==> config.mk <==
export PLATFORM = sky130hd
export DESIGN_NAME = gpio_edge_irq
export DESIGN_NICKNAME = d
export VERILOG_FILES = /design/src/rtl/gpio_edge_irq.sv
export SDC_FILE = /design/constraint.sdc
export NUM_CORES = 1
export LEC_CHECK = 0
export BUFFER_PORTS_ARGS = -buffer_cell sky130_fd_sc_hd__buf_2
export CORE_MARGIN = 2
export CORE_UTILIZATION = 53
export CTS_CLUSTER_DIAMETER = 60
export CTS_CLUSTER_SIZE = 40
export DETAILED_ROUTE_END_ITERATION = 12
export GPL_TIMING_DRIVEN = 0
export MAX_ROUTING_LAYER = met4
export PLACE_DENSITY_LB_ADDON = 0.15
export SYNTH_ARGS = -nofsm -noshare
export SYNTH_HDL_FRONTEND = slang
export SYNTH_SLANG_ARGS = --single-unit
==> constraint.sdc <==
create_clock -name clk -period 1.65 [get_ports clk]
set_clock_uncertainty 0.15 [all_clocks]
set_input_delay 0.2475 -clock clk [delete_from_list [all_inputs] [get_ports clk]]
set_output_delay 0.2475 -clock clk [all_outputs]
set_load 0.03 [all_outputs]
==> src/rtl/gpio_edge_irq.sv <==
module gpio_edge_irq #(
  parameter int N  = 3,
  parameter int AW = 3
) (
  input  logic          clk,
  input  logic          rst_n,
  input  logic          we,
  input  logic [AW-1:0] addr,
  input  logic [2*N-1:0] wdata,
  output logic [2*N-1:0] rdata,
  input  logic [N-1:0]  pin_in,
  output logic [N-1:0]  pin_out,
  output logic [N-1:0]  pin_oe,
  output logic          irq
);
  localparam int DW = 2 * N;
  localparam logic [AW-1:0] A_DIR  = AW'(0);
  localparam logic [AW-1:0] A_DOUT = AW'(1);
  localparam logic [AW-1:0] A_DIN  = AW'(2);
  localparam logic [AW-1:0] A_MODE = AW'(3);
  localparam logic [AW-1:0] A_IEN  = AW'(4);
  localparam logic [AW-1:0] A_STS  = AW'(5);

  logic [N-1:0]  dir, dout, ien, sts, s1, s2, s3, evt, clr;
  logic [DW-1:0] mode;

  always_ff @(posedge clk or negedge rst_n)
    if (!rst_n) begin
      dir  <= '0;
      dout <= '0;
      ien  <= '0;
      mode <= '0;
    end else if (we) begin
      case (addr)
        A_DIR:   dir  <= wdata[N-1:0];
        A_DOUT:  dout <= wdata[N-1:0];
        A_MODE:  mode <= wdata;
        A_IEN:   ien  <= wdata[N-1:0];
        default: ;
      endcase
    end

  always_ff @(posedge clk or negedge rst_n)
    if (!rst_n) {s3, s2, s1} <= '0;
    else        {s3, s2, s1} <= {s2, s1, pin_in};

  for (genvar i = 0; i < N; i++) begin : g_pin
    logic up, dn;
    assign up = s2[i] & ~s3[i];
    assign dn = ~s2[i] & s3[i];
    always_comb
      case (mode[2*i +: 2])
        2'b01:   evt[i] = up & ~dir[i];
        2'b10:   evt[i] = dn & ~dir[i];
        2'b11:   evt[i] = (up | dn) & ~dir[i];
        default: evt[i] = 1'b0;
      endcase
  end

  assign clr = (we && addr == A_STS) ? wdata[N-1:0] : '0;

  always_ff @(posedge clk or negedge rst_n)
    if (!rst_n) sts <= '0;
    else        sts <= (sts & ~clr) | evt;

  always_comb
    case (addr)
      A_DIR:   rdata = DW'(dir);
      A_DOUT:  rdata = DW'(dout);
      A_DIN:   rdata = DW'(s2);
      A_MODE:  rdata = mode;
      A_IEN:   rdata = DW'(ien);
      A_STS:   rdata = DW'(sts);
      default: rdata = '0;
    endcase

  assign pin_out = dout;
  assign pin_oe  = dir;
  assign irq     = |(sts & ien);
endmodule

* Word-level counts from Yosys, hierarchy flattened
Cells that the tools add are included.
Operators by class: equal/unequal tests 14, muxes and demuxes 5, bitwise logic cells 31, reduce and logical (&&, ||, !) cells 7
Operators by type and width (count):
- one-hot mux 6 bit (6 select lines) | 1
- bitwise AND 1 bit | 15
- == test 2 bit, second input constant | 6
- NOT 1 bit | 9
- one-hot mux 1 bit (3 select lines) | 3
- AND reduction 2 bit | 4
- bitwise AND 3 bit | 2
- == test 2 x 1 -> 1 bit, second input constant | 3
- == test 3 x 2 -> 1 bit, second input constant | 2
- == test 3 bit, second input constant | 2
- == test 3 x 1 -> 1 bit, second input constant | 1
- zero test 3 bit | 1
- 2-to-1 mux 3 bit | 1
- NOT 3 bit | 1
- bitwise OR 1 bit | 3
- bitwise OR 3 bit | 1
- OR reduction 3 bit | 1
- logical AND 1 bit | 1
Word-level totals: register bits after elaboration 27, bits of input ports 15, output and inout port bits 13, word-level logic and storage cells 65

* Longest topological paths before layout
depth after elaboration 6, gate-level depth with buffers 5, depth with buffers taken out 5

* Worst setup path before layout
Ideal clock, no wire load.
kind flip-flop to output port, from register dout[2], in the netlist pin_out[2], to output port rdata[2], arrival time 1.318 ns, required time 1.252 ns, slack -0.065 ns, stages on the path, launching flop included 4, buffers on the path 0, cell sequence dfrtp_1 mux2i_1 o22a_1 a21oi_1
On the way: longest elaborated chain between the ends 1
Ends and longest elaborated chain:
- from (decl) | RTL line 24 | logic [N-1:0] dir, dout, ien, sts, s1, s2, s3, evt, clr;
- from (signal assigned) | RTL line 36 | A_DOUT: dout <= wdata[N-1:0];
- one-hot mux 6 bit (6 select lines) | RTL line 67 | case (addr)
- to (decl) | RTL line 10 | output logic [2*N-1:0] rdata,
Every way passes these cells.

* Worst setup path after layout
from register dir[2], in the netlist pin_oe[2], to output port rdata[2]
On the way: longest elaborated chain between the ends 1
Ends and longest elaborated chain:
- from (decl) | RTL line 24
- from (signal assigned) | RTL line 35 | A_DIR: dir <= wdata[N-1:0];
- one-hot mux 6 bit (6 select lines) | RTL line 67
Every way passes these cells.

==> results.md <==
- Status: finished with violations
- Violated checks: negative setup slack
- Top post-synthesis cells by count: 27 x dfrtp_1, 15 x mux2_2, 8 x inv_1, 6 x ha_1, 6 x nand2_1
- Ys Warns: 0
- CP max FO: 5
- # setup viols final: 4
- Die X: between 50 and 60 um
- TritonCTS buffer count: 3
- Antenna violations before repair: 0
- Vias: between 900 and 1000
- Asr flop ratio synth: 1.00
- Largest net degree at the start of global routing: 28
- Clock buffer depth: 2
- Total clock sinks: 27
- Largest family of logic cells by synthesized area: multiplexers
- Critical Path RT: roughly 1.3 ns
- Clock period minus worst slack: approximately 2 ns
- Share of the synthesized area in the top cell type: 0.508
- Unique masters post-synth: 29
- Full die area: around 2900 sq um
- Row cnt: 18
- Vias in the first global route: approximately 900
- Placed insts: between 150 and 200
- Post-route insts no fill: 177
- CTS tree: done
- Max_cap viols: 0
- ANT nets after route: 0
- Worst Setup End Kind: output pin
- Synth Area in XOR/XNOR: 0
- CTS H-tree depth: 1
- Pleak: 0.819 nW
- Ant diodes: 0
- Post-synth top area cell: dfrtp_1
- Max VDD drop: 0.000812 V
- Initial core utilization: 0.547
- Critical path's largest stage delay: about 0.45 ns
- Number of flops mapped to enable cells by yosys: 0
- Post-Syn Area: about 1300 sq um
- Cells taking the most area after synthesis: dfrtp_1 51%, mux2_2 13%, ha_1 5.6%
- Final nets: about 170
- Synthesized netlist cell count: 101
- #FFs+latches synth: 27
- Pwr dens: about 1000 nW/um^2
- Top_reg_cell synth: dfrtp_1
- CTS root buf: clkbuf_4
- Vias per inst: roughly 5.5
- Reg clk slew, reported paths: around 0.15 ns
- Area Overhead vs Synth: 29.6%
- Clk_lat worst skew: 0.33 ns
- DP HPWL: 1930 um
- Slew Viols, Final: 0
- RSZ-0062 raised after global routing: true
- Sequential share of the synthesized area: 0.508
- Slowest cell on crit path: dfrtp_1
- Die Span Y: 54.1 um
- Worst Path Buf+Inv: 1
- First-pass GRT wire length: between 4000 and 5000 um
- Boundary Pins: 28
- Adder-cell share of the synthesized area: 0.0564
- WL/cell: roughly 16 um
- Slew headroom: 0.597
- Post-Syn Nets: about 120
- Post-synthesis mux area share: 0.202
- GPL Wtd Cong: around 0.73
- Drc violations: 0
- Worst hold slack: between 0.07 and 0.08 ns
- Critical path data arrival time: roughly 1.6 ns
- Core area: about 2400 sq um
- DRT Pass-1 Iters: 4
- HP Class: input pin to flip-flop
- Initial drt markers: 9
- Congestion Overflow GR: 0
- Port Buffer Count: 26
- Final Power: between 1.5 and 2 mW
- Syn Area/Cell: ~13 sq um
- Worst-Margin Slew: about 0.61 ns
- Final WS setup: -0.342 ns
- Final Hold Viols: 0
- Final wirelength: about 2800 um
- Setup CP Type: flip-flop to output pin
- Total GRT Usage: 0.219
- Share of layout cells above drive strength 1: 0.483
- Crit-path cells: mux2_4 > a221oi_4 > a21oi_2 > buf_6
- Crit path max-delay family: flip-flops
- Compound-Gate Fraction of Synth Area: 0.0715
- Most frequent cell after synthesis: dfrtp_1
- Max Freq: roughly 500 MHz
- Simple-gate area share of the yosys netlist: 0.128
- Final Cycle Share: 1.21
- CP startpoint kind: flip-flop
==> cell type report <==
cell class | instances | area (sq um)
Sequential cell | 27 | 679
Fill cell | 172 | 708
Multi-Input combinational cell | 64 | 639
Timing Repair Buffer | 42 | 293
Inverter | 8 | 30.0
Clock buffer | 3 | 22.5
Buffer | 2 | 15.0
Clock inverter | 1 | 7.51
Tap cell | 30 | 37.5
==> cells in the final DEF (no fill, tap or decap), drive strengths merged <==
cell and count:
a21oi 4, a221o 3, a221oi 1, a222oi 1, a22o 2, and2b 1
and3 3, and3b 1, and4b 1, buf 37, clkbuf 3, clkinvlp 1
dfrtp 27, dlygate4sd3 7, ha 6, inv 8, mux2 18, mux2i 1
mux4 2, nand2 6, nand3 1, nor2 3, nor2b 4, nor3 2
nor4b 1, nor4bb 2, o22a 1
==> registers in the layout, summed over array words and instances (netlist names) <==
signal and flops:
ien 3, mode 6, pin_oe 3, pin_out 3
s1 3, s2 3, s3 3, sts 3
==> power breakdown <==
group / internal [mW] / total (mW) / leakage, nW / switching (mW)
Sequential: 0.779 / 0.879 / 0.311 / 0.101
Combinational: 0.323 / 0.624 / 0.494 / 0.300
Clock: 0.0932 / 0.297 / 0.0139 / 0.204
Total: 1.20 / 1.80 / 0.819 / 0.605
==> what timing repair did <==
action	4_1_cts	5_1_grt
pin swaps	2	1
endpoints found under the hold margin	33	0
setup buffers	5	4
hold buffers	7	0
gates resized for setup	8	3
endpoints found under the setup margin	4	4
==> logic make-up after synthesis <==
family,count (synthesis)
buffers and inverters,10
adder cells (fa/ha/maj),6
flip-flops,27
multiplexers,21
AO/OA/AOI/OAI,12
AND/OR/NAND/NOR,25
==> through the flow <==
step | TNS [ns] | area [sq um] | util | setup slack, ns
global route | -1.32 | 1720 | 0.709 | -0.408
finish | -1.11 | 1720 | 0.709 | -0.342
CTS | -1.14 | 1680 | 0.689 | -0.364
detailed placement | -0.315 | 1510 | 0.621 | -0.118
global placement | -0.252 | 1510 | 0.621 | -0.109
floorplan | -0.000516 | 1340 | - | -0.000516
==> routing by layer <==
metal  wire [um]  global-route usage
met2        1290               0.343
met1        1290               0.291
met3         124              0.0250
met4          53              0.0875
met5           0                   -
==> path summary, 6_finish.rpt <==
check / startpoint / endpoint / slack (ns) / depth (start not counted)
min in group asynchronous: rst_n / ien[2] / 0.27 / 2
hold reg to reg: s1[0] / s2[0] / 0.22 / 0
hold / removal: wdata[2] / ien[2] / 0.07 / 2
setup / recovery: pin_oe[2] / rdata[2] / -0.34 / 4
setup reg to reg: s2[1] / sts[1] / 0.19 / 5
max in group asynchronous: rst_n / pin_out[0] / 0.64 / 2
Power figures use the tool's default switching activity.
